[config.mk]
export PLATFORM = sky130hd
export DESIGN_NAME = pfi_glitch_filter
export DESIGN_NICKNAME = d
export VERILOG_FILES = /design/src/rtl/pfi_pkg.sv /design/src/rtl/pfi_run_counter.sv /design/src/rtl/pfi_irq_latch.sv /design/src/rtl/pfi_oe_reg.sv /design/src/rtl/pfi_glitch_filter.sv
export SDC_FILE = /design/constraint.sdc
export NUM_CORES = 1
export LEC_CHECK = 0
export BUFFER_PORTS_ARGS = -buffer_cell sky130_fd_sc_hd__buf_2
export CAP_MARGIN = 40
export CELL_PAD_IN_SITES_DETAIL_PLACEMENT = 1
export CELL_PAD_IN_SITES_GLOBAL_PLACEMENT = 1
export CORE_AREA = 2 2 39 41
export CTS_BUF_LIST = sky130_fd_sc_hd__clkbuf_4
export CTS_CLUSTER_SIZE = 40
export DETAILED_ROUTE_END_ITERATION = 7
export DIE_AREA = 0 0 41 43
export GPL_ROUTABILITY_DRIVEN = 0
export GPL_TIMING_DRIVEN = 0
export PLACE_DENSITY = 0.43
export SLEW_MARGIN = 20
export SYNTH_ARGS = -nofsm -noshare
export SYNTH_HDL_FRONTEND = slang
export SYNTH_SLANG_ARGS = --single-unit
[constraint.sdc]
create_clock -name clk -period 3.5 [get_ports clk]
set_input_delay 0.175 -clock clk [delete_from_list [all_inputs] [get_ports clk]]
set_output_delay 0.175 -clock clk [all_outputs]
set_load 0.02 [all_outputs]
[src/rtl/pfi_pkg.sv]
package pfi_pkg;
  // Classification of one clock cycle of comparator input
  typedef enum logic [1:0] {
    EV_IDLE = 2'd0,   // no sample tick this cycle
    EV_LOW  = 2'd1,   // sampled below the trip level
    EV_HIGH = 2'd2    // sampled at or above the trip level
  } sample_ev_t;

  localparam int unsigned DEFAULT_RUN_LEN = 3;
endpackage

[src/rtl/pfi_run_counter.sv]
module pfi_run_counter
  import pfi_pkg::*;
#(
  parameter int unsigned RUN_LEN = DEFAULT_RUN_LEN
) (
  input  logic       clk,
  input  logic       rst,
  input  sample_ev_t ev,
  input  logic       gate_ok,
  output logic       run_hit
);
  localparam int unsigned CNT_W = $clog2(RUN_LEN + 1);
  localparam logic [CNT_W-1:0] LAST = CNT_W'(RUN_LEN - 1);
  localparam logic [CNT_W-1:0] TOP  = CNT_W'(RUN_LEN);

  logic [CNT_W-1:0] cnt_q;

  always_ff @(posedge clk) begin
    if (rst || !gate_ok || ev == EV_HIGH) begin
      cnt_q <= '0;
    end else if (ev == EV_LOW && cnt_q != TOP) begin
      cnt_q <= cnt_q + 1'b1;
    end
  end

  // The current low sample completes a run
  assign run_hit = (ev == EV_LOW) && gate_ok && (cnt_q >= LAST);

  // a high sample empties the run
  p_high_clears_r3: assert property (@(posedge clk) disable iff (rst)
    (ev == EV_HIGH) |=> (cnt_q == '0));
  // no tick, no count change
  p_idle_holds_r4: assert property (@(posedge clk) disable iff (rst)
    (ev == EV_IDLE && gate_ok) |=> $stable(cnt_q));
  // supply not good keeps the count at zero
  p_gate_zero_r5: assert property (@(posedge clk) disable iff (rst)
    !gate_ok |=> (cnt_q == '0));
  p_cnt_bound_r2: assert property (@(posedge clk) disable iff (rst)
    cnt_q <= TOP);
endmodule

[src/rtl/pfi_irq_latch.sv]
module pfi_irq_latch
  import pfi_pkg::*;
(
  input  logic       clk,
  input  logic       rst,
  input  sample_ev_t ev,
  input  logic       run_hit,
  output logic       irq_n
);
  always_ff @(posedge clk) begin
    if (rst)                 irq_n <= 1'b1;
    else if (ev == EV_HIGH)  irq_n <= 1'b1;
    else if (run_hit)        irq_n <= 1'b0;
  end

  // a high sample releases the interrupt
  p_release_r6: assert property (@(posedge clk) disable iff (rst)
    (ev == EV_HIGH) |=> irq_n);
  // assertion only follows a low sample
  p_fall_on_low_r2: assert property (@(posedge clk) disable iff (rst)
    $fell(irq_n) |-> $past(ev == EV_LOW));
endmodule

[src/rtl/pfi_oe_reg.sv]
module pfi_oe_reg (
  input  logic clk,
  input  logic rst,
  input  logic below_battery,
  output logic irq_oe
);
  always_ff @(posedge clk) begin
    if (rst) irq_oe <= 1'b1;
    else     irq_oe <= !below_battery;
  end

  // output floats one cycle after the supply drops under battery
  p_float_r7: assert property (@(posedge clk) disable iff (rst)
    below_battery |=> !irq_oe);
endmodule

[src/rtl/pfi_glitch_filter.sv]
module pfi_glitch_filter
  import pfi_pkg::*;
#(
  parameter int unsigned RUN_LEN = DEFAULT_RUN_LEN
) (
  input  logic clk,
  input  logic rst,
  input  logic sample_tick,
  input  logic below_trip,
  input  logic supply_good,
  input  logic below_battery,
  output logic irq_n,
  output logic irq_oe
);
  sample_ev_t ev;
  logic       run_hit;

  always_comb begin
    if (!sample_tick)    ev = EV_IDLE;
    else if (below_trip) ev = EV_LOW;
    else                 ev = EV_HIGH;
  end

  pfi_run_counter #(.RUN_LEN(RUN_LEN)) u_run (
    .clk     (clk),
    .rst     (rst),
    .ev      (ev),
    .gate_ok (supply_good),
    .run_hit (run_hit)
  );

  pfi_irq_latch u_latch (
    .clk     (clk),
    .rst     (rst),
    .ev      (ev),
    .run_hit (run_hit),
    .irq_n   (irq_n)
  );

  pfi_oe_reg u_oe (
    .clk           (clk),
    .rst           (rst),
    .below_battery (below_battery),
    .irq_oe        (irq_oe)
  );

  // reset leaves the pin released and driven
  p_reset_state_r1: assert property (@(posedge clk)
    rst |=> (irq_n && irq_oe));
  // supply not good blocks a new assertion
  p_gate_blocks_r5: assert property (@(posedge clk) disable iff (rst)
    !supply_good |=> !$fell(irq_n));
  // without a tick the pin holds
  p_no_tick_r4: assert property (@(posedge clk) disable iff (rst)
    !sample_tick |=> $stable(irq_n));
endmodule

==> results.cfg <==
[global_routing]
grt_overflow = 0
grt_pass1_wl_um = 828
gr-usage-all-layers = 0.0733
grt_pass1_vias = 195
antenna_found_initial = 0
grt_max_degree = 7

[synth]
netlist_area_um2 = 196
ys_ff_latch = 4
synthCells = 19
synth.net_count = 27
syn_area_per_cell_um2 = 10.3
ys_warn_count = 0
yosysSeqAreaShare = 0.408
yosysUniqueCellTypes = 10

[setup_path]
r2r_start = u_run.cnt_q[0]
end_kind = flip-flop
cp_num_cells = 4
critical_path.max_stage_delay_ns = 0.38
cp-start-kind = flip-flop
critical-path-top-delay-family = flip-flops
crit_arrival_ns = 1.48
r2r_cells = 4
crit_fanout = 4
slowest_stage = dfxtp_1
critPathBufInv = 1
regToRegSetupSlack_ns = 2.18
r2r_end = u_run.cnt_q[1]
crit_required_ns = 3.65
worstSetupPathType = reg -> reg
path_cells = inv_1 -> ha_1 -> or3b_1 -> o22ai_1

[worst_hold_path]
holdPathEnd = u_oe.irq_oe
hold_path.startpoint = below_battery
min_path_cells = 2
min_path_type = in -> reg

[route]
via_per_inst = 4.09
via_count = 184
wl_um = 474
drtIter0Drc = 2
wl_per_cell_um = 10.5
drtPass1Iterations = 4
postRouteAntennaNets = 0
drc = 0

[final_layout]
layout_common_cells = buf_2 (7), dfxtp_1 (4), nand3b_1 (3), clkbuf_4 (3)
final_area_um2 = 274
drive_gt1_frac = 0.345
n_antenna_cell = 0
syn2layout_area_growth_pct = 39.5
final_common_cell = buf_2
instances_no_fill = 45
fin_nets = 39

[timing]
worst_slew_pin_slew_ns = 0.274
fin_skew_ns = 0.00151
period_minus_slack_ns = 1.32
slew_headroom = 0.816
slew_violations = 0
finalHoldViolations = 0
rsz0062_at_grt = no
setup_viol = 0
fmax_ghz = 0.756
finalCritPeriodShare = 0.378
fin_tns_setup_ns = 0

[place]
placed_cell_area_um2 = 251
dp.cells = 42
hpwl_um = 365
io_buffers = 7

[cts]
cts_sinks = 4
clkLatencyLatePin_ns = 0.23
numCtsBuffers = 3
post_cts_buffers = 0
htree_levels = 1
cts_tree = yes
holdBufCountCts = 0
clk_pin_slew_ns = 0.04
clock_path_buffers = 2
cts_resized = 0
cts_root_buf = clkbuf_4

[floorplan]
die_x_um = 41
num_io_pins = 8
initial_core_util = 0.142
die_height_um = 43
coreArea_mm2 = 0.00138
dieArea_mm2 = 0.00176
rows = 14

[power_and_ir_drop]
powerDensity_mw_per_mm2 = 415
p_sw_frac = 0.210
ir_worst_vdd_mv = 0.0896
intPower_mw = 0.0899
p_switching_mw = 0.0238
seq_power_share = 0.418
p_comb_frac = 0.088
p_leak_nw = 0.114
power.share.clock = 0.494

[outcome]
outcome = finished clean

[flow_run]
cap_violations = 0
==> worst max-delay path by stage <==
| stage | end | start | slack, ns |
|---|---|---|---|
| 6_report | u_run.cnt_q[1] | u_run.cnt_q[0] | 2.18 |
| 5_1_grt | u_run.cnt_q[1] | u_run.cnt_q[0] | 2.09 |
| 4_1_cts | u_run.cnt_q[1] | u_run.cnt_q[0] | 2.16 |
| 3_5_place_dp | u_run.cnt_q[1] | u_run.cnt_q[0] | 2.19 |
| 3_3_place_gp | u_run.cnt_q[1] | u_run.cnt_q[0] | 2.23 |
| 2_1_floorplan | u_run.cnt_q[1] | u_run.cnt_q[0] | 2.29 |
==> power groups by stage <==
stage | registers, mW | clock network [mW] | logic (mW)
3_3_place_gp | 0.0482 | 0 | 0.00972
4_1_cts | 0.0475 | 0.0582 | 0.0102
3_5_place_dp | 0.0482 | 0 | 0.0103
5_1_grt | 0.0477 | 0.0642 | 0.0115
6_report | 0.0475 | 0.0562 | 0.0100
2_1_floorplan | 0.0489 | 0 | 0.00339
==> flip-flops by register name (all words and copies together) (netlist names) <==
| signal | flops |
|---|---|
| u_latch.irq_n | 1 |
| u_oe.irq_oe | 1 |
| u_run.cnt_q | 2 |
==> metal layers <==
metal | global-route usage | vias to the layer above | share of wire
met5 | 0 | - | 0
met4 | 0.0400 | 0 | 0
met3 | 0.0471 | 0 | 0.057
met2 | 0.0969 | 4 | 0.53
met1 | 0.0868 | 87 | 0.41
li1 | - | 93 | -
==> synthesized netlist by cell type, drive strengths merged <==
cell    instances  area, um^2
or3b            2        17.5
a221o           1        10.0
nand3b          3        22.5
inv             2        7.51
o22ai           2        12.5
ha              2        25.0
nand2b          1        6.26
dfxtp           4        80.1
o211ai          1        7.51
a21boi          1        7.51
==> worst register-to-register path: stages, from the launching register on <==
cell	delay, ns
dfxtp_1	0.38
inv_1	0.06
ha_1	0.28
or3b_1	0.38
o22ai_1	0.15
==> cells by family (layout without fill, tap and decap cells) <==
group,Yosys count,count (layout),synth area share
DFF,4,4,0.408
buffers and inverters,2,12,0.0382
and+or+nand+nor,6,6,0.236
adders and majority gates,2,2,0.127
AOI/OAI and AO/OA,5,5,0.191
==> metrics by stage <==
stage / hold slack, ns / setup WS (ns) / total power [mW] / utilization
2_1_floorplan: 0.248 / 2.29 / 0.0523 / -
3_3_place_gp: 0.343 / 2.23 / 0.0579 / 0.182
3_5_place_dp: 0.354 / 2.19 / 0.0585 / 0.182
4_1_cts: 0.110 / 2.16 / 0.116 / 0.198
5_1_grt: 0.134 / 2.09 / 0.123 / 0.198
6_report: 0.116 / 2.18 / 0.114 / 0.198
==> cell type report <==
class / instances / area, um^2
Fill cell: 170 / 1110
Multi-Input combinational cell: 13 / 109
Sequential cell: 4 / 80.1
Timing Repair Buffer: 7 / 35.0
Clock buffer: 3 / 22.5
Tap cell: 16 / 20.0
Inverter: 2 / 7.51
(Power assumes the default switching activity.)
